### src/rtl/fbp_pkg.sv
package fbp_pkg;

    typedef enum logic {
        DIR_FWD = 1'b0,
        DIR_REV = 1'b1
    } dir_e;

    // Logical bridge state, packed so that bit 0 = A ... bit 3 = D
    typedef struct packed {
        logic d;
        logic c;
        logic b;
        logic a;
    } bridge_t;

    localparam bridge_t BRIDGE_IDLE = '{d: 1'b0, c: 1'b0, b: 1'b0, a: 1'b0};

    // Select the conducting diagonal: one steady high-side switch, one modulated low-side switch
    function automatic bridge_t diag_sel(dir_e dir, logic mod_on);
        bridge_t r;
        r = BRIDGE_IDLE;
        if (dir == DIR_FWD) begin
            r.a = 1'b1;
            r.d = mod_on;
        end else begin
            r.c = 1'b1;
            r.b = mod_on;
        end
        return r;
    endfunction

    // Apply per-pair inversion (A/C share one bit, B/D the other)
    function automatic bridge_t pair_invert(bridge_t l, logic inv_ac, logic inv_bd);
        bridge_t r;
        r.a = l.a ^ inv_ac;
        r.c = l.c ^ inv_ac;
        r.b = l.b ^ inv_bd;
        r.d = l.d ^ inv_bd;
        return r;
    endfunction

endpackage

### src/rtl/fbp_timebase.sv
module fbp_timebase #(
    parameter int CNT_W = 8
) (
    input  logic             clk,
    input  logic             rst,
    input  logic             run,
    input  logic [CNT_W-1:0] last_cnt,
    input  logic             flag_clr,
    output logic [CNT_W-1:0] cnt,
    output logic             wrap,
    output logic             flag
);

    logic [CNT_W-1:0] cnt_q;
    logic             flag_q;

    assign wrap = run && (cnt_q >= last_cnt);

    always_ff @(posedge clk) begin
        if (rst || !run) begin
            cnt_q <= '0;
        end else if (wrap) begin
            cnt_q <= '0;
        end else begin
            cnt_q <= cnt_q + 1'b1;
        end
    end

    always_ff @(posedge clk) begin
        if (rst) begin
            flag_q <= 1'b0;
        end else if (wrap) begin
            flag_q <= 1'b1;
        end else if (flag_clr) begin
            flag_q <= 1'b0;
        end
    end

    assign cnt  = cnt_q;
    assign flag = flag_q;


    flag_sticky_chk: assert property (@(posedge clk) disable iff (rst)
        ($past(flag_q) && !$past(flag_clr)) |-> flag_q);


    cnt_idle_chk: assert property (@(posedge clk) disable iff (rst)
        !$past(run) |-> (cnt_q == '0));

endmodule

### src/rtl/fbp_startup.sv
module fbp_startup (
    input  logic clk,
    input  logic rst,
    input  logic run,
    input  logic req,
    input  logic wrap,
    output logic drv_on
);

    logic seen_full_q;

    always_ff @(posedge clk) begin
        if (rst || !run || !req) begin
            seen_full_q <= 1'b0;
        end else if (wrap) begin
            seen_full_q <= 1'b1;
        end
    end

    assign drv_on = seen_full_q && run && req;


    drv_after_wrap_chk: assert property (@(posedge clk) disable iff (rst)
        $rose(drv_on) |-> $past(wrap));

endmodule

### src/rtl/fbp_steer.sv
module fbp_steer
    import fbp_pkg::*;
#(
    parameter int CNT_W = 8,
    parameter int DT_W  = 4
) (
    input  logic             clk,
    input  logic             rst,
    input  logic             run,
    input  logic             wrap,
    input  logic [CNT_W-1:0] cnt,
    input  logic [CNT_W-1:0] duty,
    input  logic             dir_req,
    input  logic [DT_W-1:0]  dead_len,
    input  logic             pol_wr,
    input  logic             pol_ac,
    input  logic             pol_bd,
    input  logic             drv_on,
    output bridge_t          pins
);

    dir_e            dir_q;
    logic [DT_W-1:0] dead_q;
    logic            inv_ac_q;
    logic            inv_bd_q;
    logic            mod_on;
    bridge_t         logical;

    always_ff @(posedge clk) begin
        if (rst) begin
            dir_q  <= DIR_FWD;
            dead_q <= '0;
        end else if (!run) begin
            dir_q  <= dir_e'(dir_req);
            dead_q <= '0;
        end else if (wrap && (dir_e'(dir_req) != dir_q)) begin
            dir_q  <= dir_e'(dir_req);
            dead_q <= dead_len;
        end else if (dead_q != '0) begin
            dead_q <= dead_q - 1'b1;
        end
    end

    always_ff @(posedge clk) begin
        if (rst) begin
            inv_ac_q <= 1'b0;
            inv_bd_q <= 1'b0;
        end else if (pol_wr && !drv_on) begin
            inv_ac_q <= pol_ac;
            inv_bd_q <= pol_bd;
        end
    end

    assign mod_on = (cnt < duty);

    always_comb begin
        if (!run || (dead_q != '0)) begin
            logical = BRIDGE_IDLE;
        end else begin
            logical = diag_sel(dir_q, mod_on);
        end
    end

    assign pins = pair_invert(logical, inv_ac_q, inv_bd_q);


    pol_hold_chk: assert property (@(posedge clk) disable iff (rst)
        ($past(drv_on) && drv_on) |-> ($stable(inv_ac_q) && $stable(inv_bd_q)));


    dir_boundary_chk: assert property (@(posedge clk) disable iff (rst)
        ($past(run) && run && !$stable(dir_q)) |-> $past(wrap));


    leg_exclusive_chk: assert property (@(posedge clk) disable iff (rst)
        !(logical.a && logical.b) && !(logical.c && logical.d));

endmodule

### src/rtl/fbridge_pwm.sv
module fbridge_pwm
    import fbp_pkg::*;
#(
    parameter int CNT_W = 8,
    parameter int DT_W  = 4
) (
    input  logic             clk,
    input  logic             rst,
    input  logic [CNT_W-1:0] cfg_period,
    input  logic [CNT_W-1:0] cfg_duty,
    input  logic             cfg_dir,
    input  logic [DT_W-1:0]  cfg_deadtime,
    input  logic             pol_wr,
    input  logic             pol_ac,
    input  logic             pol_bd,
    input  logic             mode_en,
    input  logic             drv_req,
    input  logic             roll_clr,
    output logic [3:0]       pwm_out,
    output logic [3:0]       pwm_oe,
    output logic             roll_flag
);

    logic [CNT_W-1:0] cnt;
    logic             wrap;
    logic             drv_on;
    bridge_t          pins;

    fbp_timebase #(.CNT_W(CNT_W)) u_tb (
        .clk      (clk),
        .rst      (rst),
        .run      (mode_en),
        .last_cnt (cfg_period),
        .flag_clr (roll_clr),
        .cnt      (cnt),
        .wrap     (wrap),
        .flag     (roll_flag)
    );

    fbp_startup u_su (
        .clk    (clk),
        .rst    (rst),
        .run    (mode_en),
        .req    (drv_req),
        .wrap   (wrap),
        .drv_on (drv_on)
    );

    fbp_steer #(.CNT_W(CNT_W), .DT_W(DT_W)) u_st (
        .clk      (clk),
        .rst      (rst),
        .run      (mode_en),
        .wrap     (wrap),
        .cnt      (cnt),
        .duty     (cfg_duty),
        .dir_req  (cfg_dir),
        .dead_len (cfg_deadtime),
        .pol_wr   (pol_wr),
        .pol_ac   (pol_ac),
        .pol_bd   (pol_bd),
        .drv_on   (drv_on),
        .pins     (pins)
    );

    assign pwm_out = pins;
    assign pwm_oe  = {4{drv_on}};


    oe_drop_chk: assert property (@(posedge clk) disable iff (rst)
        !drv_req |-> (pwm_oe == 4'b0000));

endmodule

### config.mk
export PLATFORM = sky130hd
export DESIGN_NAME = fbridge_pwm
export DESIGN_NICKNAME = d
export VERILOG_FILES = /design/src/rtl/fbp_pkg.sv /design/src/rtl/fbp_timebase.sv /design/src/rtl/fbp_startup.sv /design/src/rtl/fbp_steer.sv /design/src/rtl/fbridge_pwm.sv
export SDC_FILE = /design/constraint.sdc
export NUM_CORES = 1
export LEC_CHECK = 0
export BUFFER_PORTS_ARGS = -buffer_cell sky130_fd_sc_hd__buf_2
export CORE_ASPECT_RATIO = 1.2
export CORE_MARGIN = 2
export CORE_UTILIZATION = 50
export DETAILED_ROUTE_END_ITERATION = 16
export GPL_ROUTABILITY_DRIVEN = 0
export PLACE_DENSITY_LB_ADDON = 0.15
export SLEW_MARGIN = 25
export SYNTH_ARGS = -nofsm -noshare
export SYNTH_HDL_FRONTEND = slang
export SYNTH_SLANG_ARGS = --single-unit
### constraint.sdc
create_clock -name clk -period 2.9 [get_ports clk]
set_input_delay 0.58 -clock clk [delete_from_list [all_inputs] [get_ports clk]]
set_output_delay 0.58 -clock clk [all_outputs]
set_load 0.01 [all_outputs]
==> results.md <==
* Synth warn at 0
* Maximum operating frequency at 0.359 GHz
* Largest area contributor in the synthesized netlist: dfxtp_1
* Final standard cell count with taps included and fillers excluded at 211
* Total leakage power at 0.000787 uW
* Starting DRC count in detailed routing at 6
* Required time worst endpoint at 2.32 ns
* Total number of placement rows at 19
* TritonCTS clock tree: built
* Register bit count reported by yosys at 17
* Vias at 1083
* Antenna violations before repair at 0
* Overall routing resource usage at 18.9%
* Max-capacitance violation count at 0
* Time the worst path needs with I/O delays and setup at 2.79 ns
* Number of nets in the synthesized netlist at 191
* Crit end category: output port
* Routed length per instance at 11.6 um
* Number of setup violations in the final report at 0
* Vias in the first global route at 1094
* Dpl ws at 0.115 ns
* Synthesized area at 1250 sq um
* Placed Cells at 207
* Maximum number of pins on one net before global-route repair at 10
* Hold Crit Class: reg -> reg
* Std-Cell Core Area at 2330 sq um
* H-tree levels at 1
* Detail Route Antenna Nets at 0
* Clock Skews at 0.00161 ns
* Antenna diodes at 0
* Clock input transition at the sequential cells of the worst setup and hold paths at 0.09 ns
* Post-CTS setup buffer count at 0
* Global-route wire length before repair at 4330 um
* DR vias/cell at 5.13
* Status: completed
* Post-route clock period utilization at 96.1%
* Number of I/O pins at 38
* Fin Setup TNS at 0 ns
* Height of the die at 58.9 um
* First-pass iteration count of the detailed router at 3
* Total routed wirelength at 2450 um
* Portion of synthesized cell area occupied by the leading cell type at 27.1%
* Final worst slack at 0.114 ns
* Count of hold-fix buffers inserted at cts at 0
* Max-slew headroom at the worst pin at 64.9%
* Slew Viols, Final at 0
* Number of distinct library cells after synthesis at 37
* Final hold violation count at 0
* Worst EP arrival at 2.21 ns
* Nature of the critical path startpoint: input port
* Synthesized netlist cell count at 144
* Number of port buffers at 37
* Synthesized area per cell at 8.71 sq um
* Slew @ Worst Pin at 0.524 ns
* Synth area leaders: dfxtp_1 27%, ha_1 18%, inv_1 5.7%
* Cell Pwr Density at 455 nW/um^2
* Maximum fanout encountered on the critical timing path at 2
* Sum of overflow across all layers after global routing at 0
* Clock tree root buffer cell: clkbuf_4
* Worst setup path class: in -> out
* Final nets at 228
* Num CTS Buffers at 3
* Total clock sinks at 17
* Clock Latency Late Sink at 0.28 ns
* IR Drop Worst-Case VDD at 0.415 mV
* Largest buffer count on any clock path at 2
* Synth-to-Final Area Change at 17.9%
* DP HPWL at 2030 um
* RSZ-0062 raised after global routing: no
* Full die area at 2930 sq um
* Initial core utilization at 53.8%
* Fraction of the yosys area taken by sequential cells at 27.1%
* Share of cells above drive strength 1 at 29.4%
* Die Wd at 49.7 um
* Final standard cell utilization of the core at 63.4%
* DRC violation count after routing at 0
[registers in the layout, summed over array words and instances, names as in the netlist]
register          flops
u_st.dir_q            1
u_su.seen_full_q      1
u_st.dead_q           4
u_tb.flag             1
u_st.inv_ac_q         1
u_tb.cnt              8
u_st.inv_bd_q         1
[per-layer routing]
layer  vias to the layer above  track usage [%]  share of wire (%)
met5                         -                0                  0
met4                         0             8.33               0.86
met3                         4             3.30                4.1
met2                        25             35.8                 53
met1                       486             20.5                 42
li1                        568                -                  -
[cell usage after synthesis, drive strengths merged]
cell type and number:
inv 19, ha 18, dfxtp 17, nor2 12, nand3 9, a21oi 8
xor2 8, o21ai 6, xnor2 6, nand2 5, and3 4, buf 4
nand2b 4, nor3 3, a2111oi 2, mux2i 2, nand4 2, o21a 2
a211oi 1, a21o 1, a221oi 1, a31oi 1, clkbuf 1, nor2b 1
nor3b 1, o211a 1, o21bai 1, o31a 1, o31ai 1, o32ai 1
or3 1
[path summary, 6_finish.rpt]
check	from	endpoint	slack, ns	cells past startpoint
max	cfg_duty[4]	pwm_out[3]	0.11	9
min	u_tb.flag	u_tb.flag	0.48	2
max reg2reg	u_tb.cnt[0]	u_st.dead_q[3]	0.91	7
min reg2reg	u_tb.flag	u_tb.flag	0.48	2
[kinds of logic (layout without fill, tap and decap cells)]
logic type / after synthesis / in the layout / share of synthesized area (%)
simple gates: 42 / 42 / 17.8
compound gates: 27 / 27 / 17.4
buf+inv: 24 / 60 / 8.38
fa+ha+maj: 18 / 18 / 18.0
flops: 17 / 17 / 27.1
xor+xnor: 14 / 14 / 9.78
mux: 2 / 2 / 1.60
[through the flow]
step	hold WS [ns]	power, uW	instance area (sq um)
2_1_floorplan	0.432	474	1250
3_3_place_gp	0.452	538	1440
3_5_place_dp	0.465	548	1440
4_1_cts	0.480	674	1470
5_1_grt	0.491	728	1480
6_report	0.482	672	1480
[area by class of cell]
class	count	area [sq um]
fill	219	852
multi-input combinational	103	812
sequential	17	344
timing repair buffer	37	185
inverter	19	71.3
tap	31	38.8
clock buffer	4	26.3
[repair_timing]
item | in CTS | in global routing
setup endpoints to repair | 0 | 1
hold endpoints to repair | 0 | 0
resized for setup | 0 | 4
[layout by cell type, fill, tap and decap left out, types with 2 or more instances in the layout]
cell type,instances
buf_2,37
dfxtp_1,14
nand3_1,9
clkbuf_4,3
nor2_1,12
o21a_1,2
mux2i_1,2
xor2_1,8
nand2_1,4
inv_1,19
nor3_1,3
nand4_1,2
nand2b_1,3
a21oi_1,7
ha_1,18
xnor2_1,6
and3_1,3
dfxtp_2,3
o21ai_1,4
[report_power, final]
part / leakage, uW / internal (uW) / switching, uW
registers: 0.000139 / 252 / 16.9
clock network: 0.0000150 / 53.4 / 71.0
logic: 0.000633 / 133 / 146
[critical path: stages]
cell and delay [ns]:
buf_2 0.08, inv_1 0.03, ha_1 0.29, a21oi_1 0.20, o21ai_2 0.08, o21bai_1 0.19, a2111oi_2 0.40, xor2_1 0.20
buf_2 0.15
No activity file was read; power rests on OpenSTA's default activity.
